### config.mk
export PLATFORM = sky130hd
export DESIGN_NAME = disp_window_cmdgen
export DESIGN_NICKNAME = d
export VERILOG_FILES = /design/src/rtl/wcg_pkg.sv /design/src/rtl/wcg_window.sv /design/src/rtl/wcg_seq.sv /design/src/rtl/disp_window_cmdgen.sv
export SDC_FILE = /design/constraint.sdc
export NUM_CORES = 1
export LEC_CHECK = 0
export ABC_AREA = 1
export BUFFER_PORTS_ARGS = -buffer_cell sky130_fd_sc_hd__buf_2
export CAP_MARGIN = 5
export CORE_MARGIN = 5
export CORE_UTILIZATION = 60
export CTS_CLUSTER_SIZE = 25
export DETAILED_ROUTE_END_ITERATION = 8
export PLACE_DENSITY = 0.8
export SYNTH_ARGS = -nofsm -noshare
export SYNTH_HDL_FRONTEND = slang
export SYNTH_SLANG_ARGS = --single-unit
### constraint.sdc
create_clock -name clk -period 2.7 [get_ports clk]
set_input_delay 0.135 -clock clk [delete_from_list [all_inputs] [get_ports clk]]
set_output_delay 0.135 -clock clk [all_outputs]
set_load 0.05 [all_outputs]
### src/rtl/wcg_pkg.sv
// Package: shared constants and types for the display window command generator.
// Assumes command bytes are 8 bits wide and that page numbers fit a 3-bit field.
package wcg_pkg;

    localparam int BYTE_W = 8;

    localparam logic [7:0] OP_COL_RANGE  = 8'h21;
    localparam logic [7:0] OP_PAGE_RANGE = 8'h22;
    localparam logic [7:0] OP_PAGE_SEL   = 8'hB0;
    localparam logic [7:0] OP_COL_LOW    = 8'h00;
    localparam logic [7:0] OP_COL_HIGH   = 8'h10;

    typedef struct packed {
        logic [7:0] cs;
        logic [7:0] ce;
        logic [7:0] ps;
        logic [7:0] pe;
    } window_t;

    typedef enum logic [3:0] {
        S_IDLE,
        S_COL_OP, S_COL_START, S_COL_END,
        S_PG_OP,  S_PG_START,  S_PG_END,
        S_POS_PG, S_POS_CLO,   S_POS_CHI,
        S_DATA
    } phase_t;

endpackage

### src/rtl/wcg_window.sv
// Module: window arithmetic and the last-programmed window store.
// Applies the fixed offsets, forms inclusive end addresses and flags which
// range commands differ from the store. Horizontal requests update the store
// on acceptance; page requests never touch it. Assumes width and page count >= 1.
module wcg_window
    import wcg_pkg::*;
#(
    parameter int COL_OFS  = 0,
    parameter int PAGE_OFS = 1,
    parameter int PG_W     = 3
) (
    input  logic              clk,
    input  logic              rst_n,
    input  logic              accept,
    input  logic              req_mode,
    input  logic [7:0]        req_col,
    input  logic [7:0]        req_width,
    input  logic [PG_W-1:0]   req_page,
    input  logic [PG_W:0]     req_pages,
    output window_t           win,
    output logic              col_dirty,
    output logic              pg_dirty
);

    localparam logic [7:0] COL_OFS8 = 8'(COL_OFS);
    localparam logic [7:0] PG_OFS8  = 8'(PAGE_OFS);
    localparam logic [7:0] ONE8     = 8'd1;

    window_t st;
    logic    st_vld;

    // Offset and end-address arithmetic for the requested window.
    always_comb begin
        win.cs = req_col + COL_OFS8;
        win.ce = win.cs + req_width - ONE8;
        win.ps = {{(8-PG_W){1'b0}}, req_page} + PG_OFS8;
        win.pe = win.ps + {{(7-PG_W){1'b0}}, req_pages} - ONE8;
    end

    // Compare each range against what was last programmed.
    always_comb begin
        col_dirty = !st_vld || (win.cs != st.cs) || (win.ce != st.ce);
        pg_dirty  = !st_vld || (win.ps != st.ps) || (win.pe != st.pe);
    end

    // Record the window when a horizontal request is accepted.
    always_ff @(posedge clk) begin
        if (!rst_n) begin
            st_vld <= 1'b0;
            st     <= '0;
        end else if (accept && !req_mode) begin
            st_vld <= 1'b1;
            st     <= win;
        end
    end

    // page-mode requests leave the store alone
    a_r8_page_keeps_store: assert property (@(posedge clk) disable iff (!rst_n)
        (accept && req_mode) |=> ($stable(st) && $stable(st_vld)));

endmodule

### src/rtl/wcg_seq.sv
// Module: byte sequencer. On a start pulse it latches the window and walks the
// command states for the chosen mode, then forwards pixel bytes column by column
// and page by page. Command bytes are driven from registers, so they hold under
// backpressure; pixel bytes pass straight from the upstream source.
module wcg_seq
    import wcg_pkg::*;
#(
    parameter int PG_W = 3
) (
    input  logic              clk,
    input  logic              rst_n,
    input  logic              start,
    input  logic              mode,
    input  window_t           win,
    input  logic              col_dirty,
    input  logic              pg_dirty,
    input  logic [7:0]        width,
    input  logic [PG_W:0]     pages,
    input  logic              pix_valid,
    input  logic [7:0]        pix_byte,
    input  logic              out_ready,
    output logic              idle,
    output logic              pix_ready,
    output logic              out_valid,
    output logic [7:0]        out_byte,
    output logic              out_cmd
);

    localparam logic [PG_W:0] PG_ONE = 1;
    localparam logic [7:0]    ONE8   = 8'd1;

    phase_t          state;
    window_t         w_r;
    logic [7:0]      width_r;
    logic [PG_W:0]   pages_r;
    logic            mode_r;
    logic            pg_dirty_r;
    logic [7:0]      col_cnt;
    logic [PG_W:0]   pg_cnt;
    logic [PG_W-1:0] pnum;
    logic            fire;
    logic            last_col;
    logic            last_pg;

    assign pnum     = w_r.ps[PG_W-1:0] + pg_cnt[PG_W-1:0];
    assign fire     = out_valid && out_ready;
    assign last_col = (col_cnt == width_r - ONE8);
    assign last_pg  = (pg_cnt == pages_r - PG_ONE);
    assign idle     = (state == S_IDLE);

    // Phase register, request snapshot and column/page counters.
    always_ff @(posedge clk) begin
        if (!rst_n) begin
            state      <= S_IDLE;
            w_r        <= '0;
            width_r    <= '0;
            pages_r    <= '0;
            mode_r     <= 1'b0;
            pg_dirty_r <= 1'b0;
            col_cnt    <= '0;
            pg_cnt     <= '0;
        end else begin
            case (state)
                S_IDLE: if (start) begin
                    w_r        <= win;
                    width_r    <= width;
                    pages_r    <= pages;
                    mode_r     <= mode;
                    pg_dirty_r <= pg_dirty;
                    col_cnt    <= '0;
                    pg_cnt     <= '0;
                    if (mode)           state <= S_POS_PG;
                    else if (col_dirty) state <= S_COL_OP;
                    else if (pg_dirty)  state <= S_PG_OP;
                    else                state <= S_DATA;
                end
                S_COL_OP:    if (fire) state <= S_COL_START;
                S_COL_START: if (fire) state <= S_COL_END;
                S_COL_END:   if (fire) state <= pg_dirty_r ? S_PG_OP : S_DATA;
                S_PG_OP:     if (fire) state <= S_PG_START;
                S_PG_START:  if (fire) state <= S_PG_END;
                S_PG_END:    if (fire) state <= S_DATA;
                S_POS_PG:    if (fire) state <= S_POS_CLO;
                S_POS_CLO:   if (fire) state <= S_POS_CHI;
                S_POS_CHI:   if (fire) state <= S_DATA;
                S_DATA: if (fire) begin
                    if (last_col) begin
                        col_cnt <= '0;
                        if (last_pg) begin
                            state <= S_IDLE;
                        end else begin
                            pg_cnt <= pg_cnt + PG_ONE;
                            state  <= mode_r ? S_POS_PG : S_DATA;
                        end
                    end else begin
                        col_cnt <= col_cnt + ONE8;
                    end
                end
                default: state <= S_IDLE;
            endcase
        end
    end

    // Output byte selection per phase; pixel phase is a pass-through.
    always_comb begin
        out_valid = 1'b1;
        out_cmd   = 1'b1;
        pix_ready = 1'b0;
        out_byte  = 8'h00;
        case (state)
            S_IDLE:      out_valid = 1'b0;
            S_COL_OP:    out_byte  = OP_COL_RANGE;
            S_COL_START: out_byte  = w_r.cs;
            S_COL_END:   out_byte  = w_r.ce;
            S_PG_OP:     out_byte  = OP_PAGE_RANGE;
            S_PG_START:  out_byte  = w_r.ps;
            S_PG_END:    out_byte  = w_r.pe;
            S_POS_PG:    out_byte  = OP_PAGE_SEL | {{(8-PG_W){1'b0}}, pnum};
            S_POS_CLO:   out_byte  = OP_COL_LOW  | {4'h0, w_r.cs[3:0]};
            S_POS_CHI:   out_byte  = OP_COL_HIGH | {4'h0, w_r.cs[7:4]};
            S_DATA: begin
                out_valid = pix_valid;
                out_cmd   = 1'b0;
                out_byte  = pix_byte;
                pix_ready = out_ready;
            end
            default:     out_valid = 1'b0;
        endcase
    end

    // a stalled command byte holds its value and marker
    a_r10_cmd_hold: assert property (@(posedge clk) disable iff (!rst_n)
        (out_valid && out_cmd && !out_ready) |=> (out_valid && out_cmd && $stable(out_byte)));

    // no pixel byte is taken unless downstream takes a data byte
    a_r11_pix_gate: assert property (@(posedge clk) disable iff (!rst_n)
        pix_ready |-> (out_ready && !out_cmd));

    // the column counter stays inside the requested width
    a_r6_col_bound: assert property (@(posedge clk) disable iff (!rst_n)
        (state == S_DATA) |-> (col_cnt < width_r));

    // page-mode bursts never carry a range opcode
    a_r7_no_range_op: assert property (@(posedge clk) disable iff (!rst_n)
        (out_valid && out_cmd && mode_r && !idle) |->
            (out_byte != OP_COL_RANGE && out_byte != OP_PAGE_RANGE));

endmodule

### src/rtl/disp_window_cmdgen.sv
// Module: top of the display window command generator. Accepts one window
// request at a time, only while idle, and emits the addressing command bytes
// followed by the forwarded pixel bytes on one marked byte stream.
// Assumes req_width >= 1 and 1 <= req_pages <= 2**PG_W.
module disp_window_cmdgen
    import wcg_pkg::*;
#(
    parameter int COL_OFS  = 0,
    parameter int PAGE_OFS = 1,
    parameter int PG_W     = 3
) (
    input  logic              clk,
    input  logic              rst_n,
    input  logic              req_valid,
    output logic              req_ready,
    input  logic              req_mode,
    input  logic [7:0]        req_col,
    input  logic [7:0]        req_width,
    input  logic [PG_W-1:0]   req_page,
    input  logic [PG_W:0]     req_pages,
    input  logic              pix_valid,
    output logic              pix_ready,
    input  logic [7:0]        pix_byte,
    output logic              out_valid,
    input  logic              out_ready,
    output logic [7:0]        out_byte,
    output logic              out_cmd
);

    window_t win;
    logic    col_dirty;
    logic    pg_dirty;
    logic    idle;
    logic    accept;
    logic    h_seen;

    assign req_ready = idle;
    assign accept    = req_valid && idle;

    wcg_window #(
        .COL_OFS  (COL_OFS),
        .PAGE_OFS (PAGE_OFS),
        .PG_W     (PG_W)
    ) u_window (
        .clk       (clk),
        .rst_n     (rst_n),
        .accept    (accept),
        .req_mode  (req_mode),
        .req_col   (req_col),
        .req_width (req_width),
        .req_page  (req_page),
        .req_pages (req_pages),
        .win       (win),
        .col_dirty (col_dirty),
        .pg_dirty  (pg_dirty)
    );

    wcg_seq #(
        .PG_W (PG_W)
    ) u_seq (
        .clk       (clk),
        .rst_n     (rst_n),
        .start     (accept),
        .mode      (req_mode),
        .win       (win),
        .col_dirty (col_dirty),
        .pg_dirty  (pg_dirty),
        .width     (req_width),
        .pages     (req_pages),
        .pix_valid (pix_valid),
        .pix_byte  (pix_byte),
        .out_ready (out_ready),
        .idle      (idle),
        .pix_ready (pix_ready),
        .out_valid (out_valid),
        .out_byte  (out_byte),
        .out_cmd   (out_cmd)
    );

    // Tracks whether a horizontal request has been taken since reset (checking only).
    always_ff @(posedge clk) begin
        if (!rst_n)                  h_seen <= 1'b0;
        else if (accept && !req_mode) h_seen <= 1'b1;
    end

    // a request is only taken with nothing in flight on the output
    a_r9_no_overlap: assert property (@(posedge clk) disable iff (!rst_n)
        (req_valid && req_ready) |-> !out_valid);

    // first horizontal request after reset opens with the column range opcode
    a_r4_first_col_op: assert property (@(posedge clk) disable iff (!rst_n)
        (req_valid && req_ready && !req_mode && !h_seen) |=>
            (out_valid && out_cmd && out_byte == OP_COL_RANGE));

endmodule

==> reports/results.ini, run 1 <==
[floorplan]
placeableCoreArea_mm2 = 0.00864
io_pins = 49
die_w_um = 104
num_rows = 34
die_area_mm2 = 0.0107
die-height_um = 104
initial_utilization_pct = 60.8

[status]
status = complete, no violations

[cells_and_area]
most-common-layout-cells = nand2_1, inv_1, dfxtp_1
antenna_cells = 0
areaGrowthSynthToFinish_pct = 11.2
final_common_cell = nand2_1
num-nets-final = 907
n_fill_cell = 806
final_layout_size_suffix_gt1_share_pct = 11.0

[sta]
finalCritPeriodShare_pct = 86.0
hold_slack_ps = 44.0
maxSlewHeadroom_pct = 48.7
finalMaxSlewViolations = 0
tns_ps = 0
timing.final.hold_violations = 0
fin_crit_ps = 2320
clock.fmax_mhz = 431
finalSetupViolCount = 0
clock_skew_ps = 18.2
tightestPinTransition_ps = 767
rsz0062_at_grt = no

[place]
place.gp.congestion = 0.941
dp_hpwl_um = 11100
port_buffers = 48

[grt]
grt-ovfl-total = 0
grt_max_degree = 54
first_global_vias = 5070
antenna_found_initial = 0
grt_usage_pct = 26.1
grt_pass1_wl_um = 23500

[worst_setup_path]
path_class = flop to output port
crit_arrival_ps = 2190
timing.rr.end = u_window.st[31]
critPathLaunchType = flop
r2r_slack_ps = 450
r2r_start = u_seq.state[1]
crit_start = u_seq.pg_cnt[0]
endpoint_kind = output port
worstSetupEndpoint = out_byte[1]
cp_data_required_time_ps = 2570
worstPathMaxFanout = 6
rr_worst_depth = 7

[routing]
wire_per_inst_um = 14.8
ant_nets = 0
route.detailed.drc = 0
vias = 5258
dr.first_iter.drc_count = 307
wl_um = 14100
dr.pass1.iters = 5
vias_per_cell = 5.51

[clocking]
clk_pin_slew_ps = 90
numCtsBuffers = 9
htree_levels = 3
cts_hold_buffers = 0
cts_tree = yes
cts_setup_buffers = 0
cts_root_buf = clkbuf_8
cts.sinks = 85
ctsLongestPathBuffers = 2
cts-resized-gates = 0
clock_latency_ps = 360

[synthesis]
yosys_warnings = 0
yosysSeqAreaShare_pct = 32.4
synthCells = 792
netlist_area_mm2 = 0.00525
muxShareOfSynthArea_pct = 0
synthXorXnorAreaFrac_pct = 3.50
synth_compound_area_share_pct = 16.8
synth_seq_cells = 85
synth_top_family_by_area = simple AND/OR/NAND/NOR gates
avgSynthCellArea_um2 = 6.63
synth_nets = 858
synth-simple-area-share_pct = 27.2
synthAdderAreaFrac_pct = 7.34
post_synth_num_cell_types = 39

[power]
ir_drop_mv = 0.578
power_density_mw_per_mm2 = 910
p_leak_uw = 0.00287

[job]
drv_cap = 0

[worst_hold_path]
worstHoldPathType = input pin to flop

[area by class of cell]
type / count / area, um^2 / area share [%]
Timing Repair Buffer: 59 / 323 / 5.53
Clock buffer: 10 / 128 / 2.19
Tap cell: 108 / 135 / 2.32
Inverter: 153 / 574 / 9.84
Sequential cell: 85 / 1700 / 29.2
Clock inverter: 6 / 93.8 / 1.61
Multi-Input combinational cell: 533 / 2880 / 49.3
[flip-flops by register name, indices dropped and copies added (netlist names)]
name              flops
u_seq.w_r            27
u_window.st          27
u_seq.col_cnt         8
u_seq.width_r         8
u_seq.pages_r         4
u_seq.pg_cnt          4
u_seq.state           4
u_seq.mode_r          1
u_seq.pg_dirty_r      1
u_window.st_vld       1
[power breakdown]
group          internal, uW  total (uW)  leakage, uW  switching, uW
registers              1560        1790     0.000697            231
clock network           530        1010     0.000107            484
logic                   792        2500      0.00207           1710
[cell families (layout without fill, tap and decap cells)]
logic type	Yosys count	count (layout)
AND/OR/NAND/NOR	327	327
flip-flops	85	85
buffers and inverters	174	228
XOR/XNOR	21	21
adder cells (fa/ha/maj)	29	29
AO/OA/AOI/OAI	156	156
[how the worst min path moves through the flow]
stage,from,to,slack [ps],cells past startpoint
after floorplan,req_page[0],u_window.st[8],250,1
after global placement,req_pages[3],u_seq.pages_r[3],400,3
after detailed placement,req_pages[3],u_seq.pages_r[3],410,3
after CTS,req_pages[3],u_seq.pages_r[3],40,3
after global routing,req_pages[2],u_seq.pages_r[2],60,3
final,req_pages[3],u_seq.pages_r[3],40,3
[worst max-delay path, stage by stage, from the launching register on]
cell and delay, ps:
dfxtp_1 440, ha_1 200, fa_1 420, nand2_1 90, o21ai_0 80, a221oi_1 220
o211ai_1 150, buf_2 240
[cell usage after synthesis, drive strengths merged]
library cell / count / area, um^2
a21oi: 60 / 304
xor2: 11 / 96.3
nand4: 10 / 62.6
nor3: 3 / 15.0
a221oi: 9 / 78.8
nand3: 51 / 265
nand3b: 3 / 22.5
a211oi: 1 / 7.51
xnor2: 10 / 87.6
o21ai: 57 / 285
or2: 1 / 6.26
clkbuf: 13 / 48.8
dfxtp: 85 / 1700
o2111ai: 3 / 26.3
o21a: 1 / 7.51
fa: 3 / 60.1
nor2: 76 / 342
o221ai: 1 / 8.76
nand2: 179 / 687
inv: 153 / 574
ha: 26 / 325
o211ai: 5 / 37.5
o21bai: 1 / 7.51
and3: 2 / 12.5
o22ai: 18 / 119
buf: 8 / 45.0
nor3b: 2 / 15.0
[metal layers]
layer  GRT usage [%]  share of wire, %  vias up
met3            6.34               7.4       21
met4            7.69               1.7        0
met1            34.2                44     2424
li1                -                 -     2644
met5               0                 0        -
met2            42.4                47      169
[metrics by stage]
stage / worst slack (ps) / instance area (um^2) / power [uW] / util (%) / std cells
floorplan: 291 / 5250 / 3670 / - / 792
global placement: 102 / 5610 / 4210 / 65.0 / 938
detailed placement: 69.8 / 5610 / 4280 / 65.0 / 938
CTS: 380 / 5830 / 5290 / 67.6 / 954
global route: 132 / 5830 / 5710 / 67.6 / 954
finish: 379 / 5830 / 5310 / 67.6 / 954
(Power assumes the default switching activity.)
==> run 2, diff against run 1 <==
==> constraint.sdc (replaced) <==
create_clock -name clk -period 2.7 [get_ports clk]
set_input_delay 0.54 -clock clk [delete_from_list [all_inputs] [get_ports clk]]
set_output_delay 0.54 -clock clk [all_outputs]
set_load 0.05 [all_outputs]
==> reports/results.ini, run 2 (synthesized netlist as in run 1, its figures left out) <==
[status]
status = complete, no violations  ; unchanged

[clocking]
numCtsBuffers = 9  ; unchanged
cts_tree = yes  ; unchanged
ctsLongestPathBuffers = 2  ; unchanged
clock_latency_ps = 360  ; about the same
clk_pin_slew_ps = 90  ; about the same
cts_root_buf = clkbuf_8  ; unchanged
cts.sinks = 85  ; unchanged
htree_levels = 3  ; unchanged

[routing]
vias_per_cell = 5.51  ; about the same
vias = 5446  ; was 5,258
ant_nets = 0  ; unchanged
dr.first_iter.drc_count = 496  ; was 307
wire_per_inst_um = 15.3  ; was 14.8 um
wl_um = 15200  ; was 14,100 um
dr.pass1.iters = 6  ; was 5
route.detailed.drc = 0  ; unchanged

[cells_and_area]
reg.largest.list = u_seq.w_r: 27 flops, u_window.st: 27 flops  ; unchanged
num-nets-final = 942  ; was 907
fin_util_pct = 72.0  ; was 67.6%
areaGrowthSynthToFinish_pct = 18.4  ; was 11.2%
final_layout_size_suffix_gt1_share_pct = 17.4  ; was 11.0%
antenna_cells = 0  ; unchanged
multi_input_area_mm2 = 0.00298  ; was 0.00288 mm^2
seqCellArea_mm2 = 0.00171  ; was 0.00170 mm^2
n_fill_cell = 729  ; was 806
most-common-layout-cells = nand2_1, inv_1, dfxtp_1  ; unchanged
final_common_cell = nand2_1  ; unchanged

[worst_setup_path]
worstPathMaxFanout = 3  ; was 6
timing.rr.end = u_seq.state[3]  ; was u_window.st[31]
crit_arrival_ps = 2060  ; was 2190 ps
r2r_slack_ps = 300  ; was 450 ps
endpoint_kind = output port  ; unchanged
critPathLaunchType = flop  ; unchanged
rr_worst_depth = 16  ; was 7
path_class = flop to output port  ; unchanged
cp_data_required_time_ps = 2160  ; was 2570 ps
r2r_start = u_seq.width_r[0]  ; was u_seq.state[1]

[floorplan]
io_pins = 49  ; unchanged
die-height_um = 104  ; unchanged
placeableCoreArea_mm2 = 0.00864  ; unchanged
num_rows = 34  ; unchanged
die_w_um = 104  ; unchanged
die_area_mm2 = 0.0107  ; unchanged
initial_utilization_pct = 60.8  ; unchanged

[grt]
grt-ovfl-total = 0  ; unchanged
antenna_found_initial = 0  ; unchanged
first_global_vias = 5174  ; was 5,070
grt_pass1_wl_um = 24200  ; was 23,500 um
grt_usage_pct = 27.1  ; was 26.1%
grt_max_degree = 54  ; unchanged

[worst_hold_path]
min-delay-start = req_pages[3]  ; unchanged
worstHoldPathType = input pin to flop  ; unchanged
whs_endpoint = u_seq.pages_r[3]  ; unchanged
holdPathStages = 3  ; unchanged

[sta]
hold_slack_ps = 465  ; was 44.0 ps
timing.final.hold_violations = 0  ; unchanged
clock.fmax_mhz = 384  ; was 431 MHz
tns_ps = 0  ; unchanged
clock_skew_ps = 12.0  ; was 18.2 ps
maxSlewHeadroom_pct = 47.0  ; was 48.7%
finalMaxSlewViolations = 0  ; unchanged
rsz0062_at_grt = yes  ; was no
tightestPinTransition_ps = 794  ; was 767 ps
finalSetupViolCount = 0  ; unchanged
finalCritPeriodShare_pct = 96.5  ; was 86.0%
setup_slack_ps = 95.0  ; was 379 ps
fin_crit_ps = 2600  ; was 2320 ps

[job]
drv_cap = 0  ; unchanged

[power]
power_density_mw_per_mm2 = 880  ; was 910 mW/mm^2
p_leak_uw = 0.00304  ; was 0.00287 uW
ir_drop_mv = 0.572  ; was 0.578 mV
finalPower_uw = 5470  ; was 5310 uW

[place]
place.gp.congestion = 1.01  ; was 0.941
dpl_worst_slack_ps = -337  ; was 69.8 ps
port_buffers = 48  ; unchanged
dp_hpwl_um = 11700  ; was 11,100 um

[run 2: where the power goes]
group          internal [uW]  switching (uW)  leakage, uW
clock network            484             482     0.000103
registers               1570             235     0.000698
logic                    903            1800      0.00224
total                   2950            2520      0.00304
[run 2: per-layer routing]
metal | track usage [%] | share of wire (%) | vias up | wire length (um)
li1 | - | - | 2702 | -
met2 | 46.9 | 49 | 217 | 7390
met1 | 34.0 | 42 | 2492 | 6340
met3 | 4.29 | 7.3 | 35 | 1100
met5 | 0 | 0 | - | 0
met4 | 9.18 | 2.1 | 0 | 325
[run 2: how the worst max path moves through the flow]
stage / startpoint / end / slack (ps) / depth (start not counted)
after floorplan: req_page[0] / u_seq.state[3] / -70 / 15
after global placement: req_page[0] / u_seq.state[3] / -270 / 16
after detailed placement: req_page[0] / u_seq.state[3] / -340 / 16
after CTS: u_seq.pg_cnt[0] / out_byte[1] / 2 / 7
after global routing: req_page[1] / u_seq.state[3] / -60 / 16
final: u_seq.pg_cnt[0] / out_byte[1] / 100 / 7
[run 2: through the flow]
stage,cell area (um^2),cells
final,6220,989
after CTS,6140,988
after floorplan,5300,792
after global placement,5920,972
after global routing,6220,989
after detailed placement,5920,972
[run 2: area by class of cell]
class | instances | share of cell area (%)
Inverter | 153 | 9.36
Multi-Input combinational cell | 533 | 47.9
Sequential cell | 85 | 27.5
Clock buffer | 12 | 2.50
Clock inverter | 4 | 0.886
Timing Repair Buffer | 94 | 9.70
Tap cell | 108 | 2.17
[run 2: critical path: stages (launching register included)]
cell and delay (ps):
dfxtp_4 360, ha_1 200, fa_1 440, nand2_1 100, o21ai_1 70, a221oi_2 180, o211ai_1 150, buf_4 220
[run 2: what timing repair did]
item                                    in CTS  in global routing
gates resized for setup                      2                 24
setup buffers                                0                  1
pin swaps                                    0                 17
hold endpoints to repair                     0                  0
hold buffers                                 0                  0
endpoints found under the setup margin       1                 10
